**config.mk**
```make
export PLATFORM = sky130hd
export DESIGN_NAME = stereo_vol_zc
export DESIGN_NICKNAME = d
export VERILOG_FILES = /design/src/rtl/stereo_vol_zc.sv
export SDC_FILE = /design/constraint.sdc
export NUM_CORES = 1
export LEC_CHECK = 0
export BUFFER_PORTS_ARGS = -buffer_cell sky130_fd_sc_hd__buf_2
export CAP_MARGIN = 20
export CORE_MARGIN = 2
export CORE_UTILIZATION = 45
export DETAILED_ROUTE_END_ITERATION = 8
export GPL_TIMING_DRIVEN = 1
export PLACE_DENSITY = 0.67
export REMOVE_ABC_BUFFERS = 1
export SLEW_MARGIN = 20
export SYNTH_ARGS = -nofsm -noshare
export SYNTH_HDL_FRONTEND = slang
export SYNTH_SLANG_ARGS = --single-unit
```
**constraint.sdc**
```tcl
create_clock -name clk -period 18.7 [get_ports clk]
set_input_delay 5.61 -clock clk [delete_from_list [all_inputs] [get_ports clk]]
set_output_delay 5.61 -clock clk [all_outputs]
set_load 0.1 [all_outputs]
```
**src/rtl/stereo_vol_zc.sv**
```systemverilog
module stereo_vol_zc #(
  parameter int W       = 16,
  parameter int AW      = 7,
  parameter int TIMEOUT = 4096,
  parameter int ADDR_L  = 54,
  parameter int ADDR_R  = 55
) (
  input  logic                clk,
  input  logic                rst_n,
  input  logic                wr_en,
  input  logic [AW-1:0]       wr_addr,
  input  logic [8:0]          wr_data,
  input  logic                in_valid,
  input  logic signed [W-1:0] in_left,
  input  logic signed [W-1:0] in_right,
  output logic                out_valid,
  output logic signed [W-1:0] out_left,
  output logic signed [W-1:0] out_right
);
  localparam int CW = $clog2(TIMEOUT) + 1;
  localparam int PW = W + 17;
  localparam logic signed [PW-1:0] PMAX = PW'((64'sd1 <<< (W-1)) - 1);
  localparam logic signed [PW-1:0] PMIN = -PMAX - 1;

  function automatic logic [15:0] gain_of(int code);
    real g;
    g = 4096.0 * (10.0 ** ((code - 57) / 20.0));
    return 16'($rtoi(g + 0.5));
  endfunction

  logic [15:0] lut [64];
  for (genvar i = 0; i < 64; i++) begin : g_lut
    assign lut[i] = gain_of(i);
  end

  logic [5:0] pend [2], act [2], tgt [2], pn [2], gsel [2];
  logic       zc [2], mute [2], armed [2], sel [2], zn [2], hit [2];
  logic [CW-1:0] cnt [2];
  logic signed [W-1:0]  xin [2], prev [2], ysat [2], yq [2];
  logic signed [PW-1:0] prod [2], rnd [2];

  assign xin[0] = in_left;
  assign xin[1] = in_right;
  assign sel[0] = wr_en && (wr_addr == AW'(ADDR_L));
  assign sel[1] = wr_en && (wr_addr == AW'(ADDR_R));
  wire commit = (sel[0] || sel[1]) && wr_data[8];

  for (genvar c = 0; c < 2; c++) begin : g_ch
    assign pn[c]   = sel[c] ? wr_data[5:0] : pend[c];
    assign zn[c]   = sel[c] ? wr_data[7] : zc[c];
    assign hit[c]  = armed[c] && (!zc[c] || xin[c] == '0 ||
                     xin[c][W-1] != prev[c][W-1] || cnt[c] == CW'(TIMEOUT - 1));
    assign gsel[c] = hit[c] ? tgt[c] : act[c];
    assign prod[c] = PW'(xin[c]) * PW'($signed({1'b0, lut[gsel[c]]}));
    assign rnd[c]  = (prod[c] + PW'(2048)) >>> 12;
    assign ysat[c] = (rnd[c] > PMAX) ? PMAX[W-1:0] :
                     (rnd[c] < PMIN) ? PMIN[W-1:0] : rnd[c][W-1:0];
  end

  always_ff @(posedge clk) begin
    if (!rst_n) begin
      out_valid <= 1'b0;
      for (int c = 0; c < 2; c++) begin
        pend[c] <= 6'd57; act[c] <= 6'd57; tgt[c] <= 6'd57;
        zc[c] <= 1'b0; mute[c] <= 1'b0; armed[c] <= 1'b0;
        cnt[c] <= '0; prev[c] <= '0; yq[c] <= '0;
      end
    end else begin
      out_valid <= in_valid;
      for (int c = 0; c < 2; c++) begin
        if (in_valid) begin
          prev[c] <= xin[c];
          yq[c]   <= mute[c] ? '0 : ysat[c];
          if (hit[c]) begin
            act[c]   <= tgt[c];
            armed[c] <= 1'b0;
          end else if (armed[c]) begin
            cnt[c] <= cnt[c] + 1'b1;
          end
        end
        if (sel[c]) begin
          pend[c] <= wr_data[5:0];
          zc[c]   <= wr_data[7];
          mute[c] <= wr_data[6];
        end
        if (commit) begin
          if (!zn[c]) begin
            act[c]   <= pn[c];
            armed[c] <= 1'b0;
          end else begin
            tgt[c]   <= pn[c];
            armed[c] <= 1'b1;
            cnt[c]   <= '0;
          end
        end
      end
    end
  end

  assign out_left  = yq[0];
  assign out_right = yq[1];
endmodule

```
==> results by group <==
Floorplan
  • Starting density of the core: 0.455
  • Count of standard-cell rows: 81
  • Die Width: about 230 microns
  • DIE AREA: 51300 sq um
  • Number of top-level pins: 85
  • Die height: approximately 230 microns
  • Area of the core: between 40000 and 50000 sq um

Global route
  • Overall fraction of global-route tracks in use: 0.231
  • Initial antenna violation count: 2
  • Wire length of the first global-routing pass: 94900 microns
  • Number of global-route vias before repair: between 15000 and 20000
  • Pin count of the biggest net entering global routing: 35
  • Total grt overflow: 0

Synth
  • Post-synth top area share: 0.273
  • Main flop type after synthesis: sky130_fd_sc_hd__edfxtp_1
  • FFs w/ async S/R, synth: 0
  • Yosys top cell by area: sky130_fd_sc_hd__fa_1
  • Proportion of synthesized chip area in sequential cells: 0.133
  • Total number of yosys warnings: 0
  • Cell area after technology mapping: between 20000 and 25000 sq um
  • Syn Area/Cell: just under 9 sq um
  • Cell count after synthesis: between 2000 and 3000
  • Area contributors post-synth: sky130_fd_sc_hd__fa_1, sky130_fd_sc_hd__ha_1, sky130_fd_sc_hd__edfxtp_1
  • Number of enable flip-flop cells after synthesis: between 80 and 90
  • Distinct cell type count after synthesis: just over 90
  • Count of state elements after synthesis: around 100

Clock tree
  • Clock-pin slew reported for the worst setup and hold paths after clock tree synthesis: roughly 70 ps
  • Source-to-sink clock delay at the later pin of the worst-skew pair: 360 ps
  • Sinks on the clock net: a little over 100
  • TritonCTS buffer count: 9
  • Worst-case clock buffer depth: 2
  • CTS tree: yes
  • CTS Hold Bufs: 0
  • Root cell of the clock tree: sky130_fd_sc_hd__clkbuf_16
  • H-tree levels: 3
  • Post-CTS setup buffers: 0
  • Number of resized instances in the post-cts repair step: 0

Critical path
  • Startpoint type of the worst setup path: primary input
  • Crit-path max FO: 20
  • Data required time of the worst path: ~19000 ps
  • Critical path endpoint category: flop
  • Startpoint-to-endpoint class of the critical path: primary input to flop
  • Crit Reg-Reg Startpoint: cnt[0][0]$_SDFFCE_PP0P_
  • Data arrival time of the critical path: between 15000 and 20000 ps
  • Crit path from: in_right[15]
  • Delay of the slowest critical-path stage: 790 ps
  • Crit path max-delay cell type: sky130_fd_sc_hd__a311oi_4

Timing
  • Relative max-transition margin: 0.241
  • Final period util: 0.895
  • Unrepaired setup endpoints after global routing: no
  • Slew at the pin closest to its max-slew limit: 1130 ps
  • Summed negative setup slack over all endpoints: 0 ps
  • Highest achievable clock rate: roughly 0.060 GHz
  • Number of endpoints failing setup at the final stage: 0
  • Final hold violations: 0
  • Time the final worst path needs with I/O delays and setup: approximately 17000 ps
  • Number of max-slew violations in the final report: 0
  • Worst Hold Margin: ~460 ps
  • Final Skew: ~10 ps

Place
  • # port buffers: 84
  • GPL Wtd Cong: between 0.9 and 1
  • DP Area: 23200 sq um
  • HPWL after detailed placement: about 46000 microns

Final layout
  • Most frequent cells in the layout: sky130_fd_sc_hd__inv_1, sky130_fd_sc_hd__fa_1, sky130_fd_sc_hd__nand2_1
  • Layout cells sized above 1: 0.0663
  • Final #Nets: between 3000 and 4000
  • Summed area of non-filler cells in the final layout: around 24000 sq um
  • Most common cell after layout, fill and taps aside: sky130_fd_sc_hd__inv_1
  • Area growth from synthesis to layout: 5.68%

Min path
  • Hold crit path type: flop to flop
  • Hold_sp: cnt[1][12]$_SDFFE_PP0P_

Routing
  • Pre-Repair DR Iteration Count: 5
  • Vias per cell: 5.49
  • Count of routing violations after the opening detailed-route iteration: around 1300
  • Total via count after detailed routing: roughly 18000
  • Routed wire per std cell: approximately 18 microns
  • Wire length after detailed routing: about 57000 microns
  • Number of nets still failing antenna checks after routing: 0
  • Number of remaining DRC errors: 0

Outcome
  • Status: complete, no violations

Run
  • Max-cap violations: 0
## logic make-up (layout without fill, tap and decap cells)
logic type / count (synthesis) / count (layout) / synth area share
compound gates: 385 / 385 / 0.116
xor+xnor: 66 / 66 / 0.0260
fa+ha+maj: 564 / 564 / 0.419
buf+inv: 563 / 562 / 0.0977
flops: 103 / 103 / 0.133
mux: 39 / 39 / 0.0196
simple gates: 845 / 845 / 0.189
other cells: 0 / 2 / 0
## cells in the mapped netlist (all sizes together), types with 25 or more instances
cell and n:
inv 428, fa 304, nand2 281, ha 260, and2 204, nor2 143
clkbuf 114, a21oi 103, edfxtp 89, o21ai 76, a21o 73, nand3 44
xnor2 34, nor2b 33, xor2 32, mux2i 30, nand2b 29, nand4 25
## sequential cells by signal (all words and copies together), names as in the netlist
name and cells:
pend 12, act 12, cnt 26, out_valid 1, zc 2, prev 2, yq 32, tgt 12
mute 2, armed 2
## critical path: cells and delay by family
| family | cells | cell delay (ps) |
|---|---|---|
| AO/OA/AOI/OAI | 16 | 5220 |
| XOR/XNOR | 1 | 170 |
| adder cells (fa/ha/maj) | 8 | 3340 |
| buffers and inverters | 6 | 860 |
| multiplexers | 1 | 460 |
| AND/OR/NAND/NOR | 8 | 1310 |
## final timing paths
kind         cells past startpoint  slack (ps)                 endpoint
max                             40        1960  yq[0][20]$_SDFFCE_PP0P_
min                              2         460  cnt[1][12]$_SDFFE_PP0P_
max reg2reg                     38        6700  yq[0][12]$_SDFFCE_PP0P_
min reg2reg                      2         460  cnt[1][12]$_SDFFE_PP0P_
## metrics by stage
step / setup WS [ps] / utilization / instances
after global placement: 1890 / 0.475 / 3212
after global routing: 1370 / 0.481 / 3230
after detailed placement: 1700 / 0.475 / 3212
after floorplan: 2230 / - / 2434
final: 1960 / 0.481 / 3230
after CTS: 2050 / 0.481 / 3228
## area by class of cell
class	instances	area [sq um]
fill	4713	25400
multi-input combinational	1899	17200
clock inverter	6	61.3
timing repair buffer	114	646
antenna	2	5.00
sequential	103	2950
inverter	432	1620
clock buffer	10	239
tap	664	831
## metal layers
layer | wire length [microns] | track usage | share of wire | vias up
met4 | 1030 | 0.0545 | 0.018 | 0
met5 | 0 | 0 | 0 | -
met3 | 4370 | 0.0434 | 0.076 | 77
li1 | - | - | - | 8287
met1 | 25600 | 0.322 | 0.45 | 8723
met2 | 26500 | 0.373 | 0.46 | 645
Power is not shown: default switching activity piles up to over one toggle a cycle in this logic, so the estimate is an artifact.
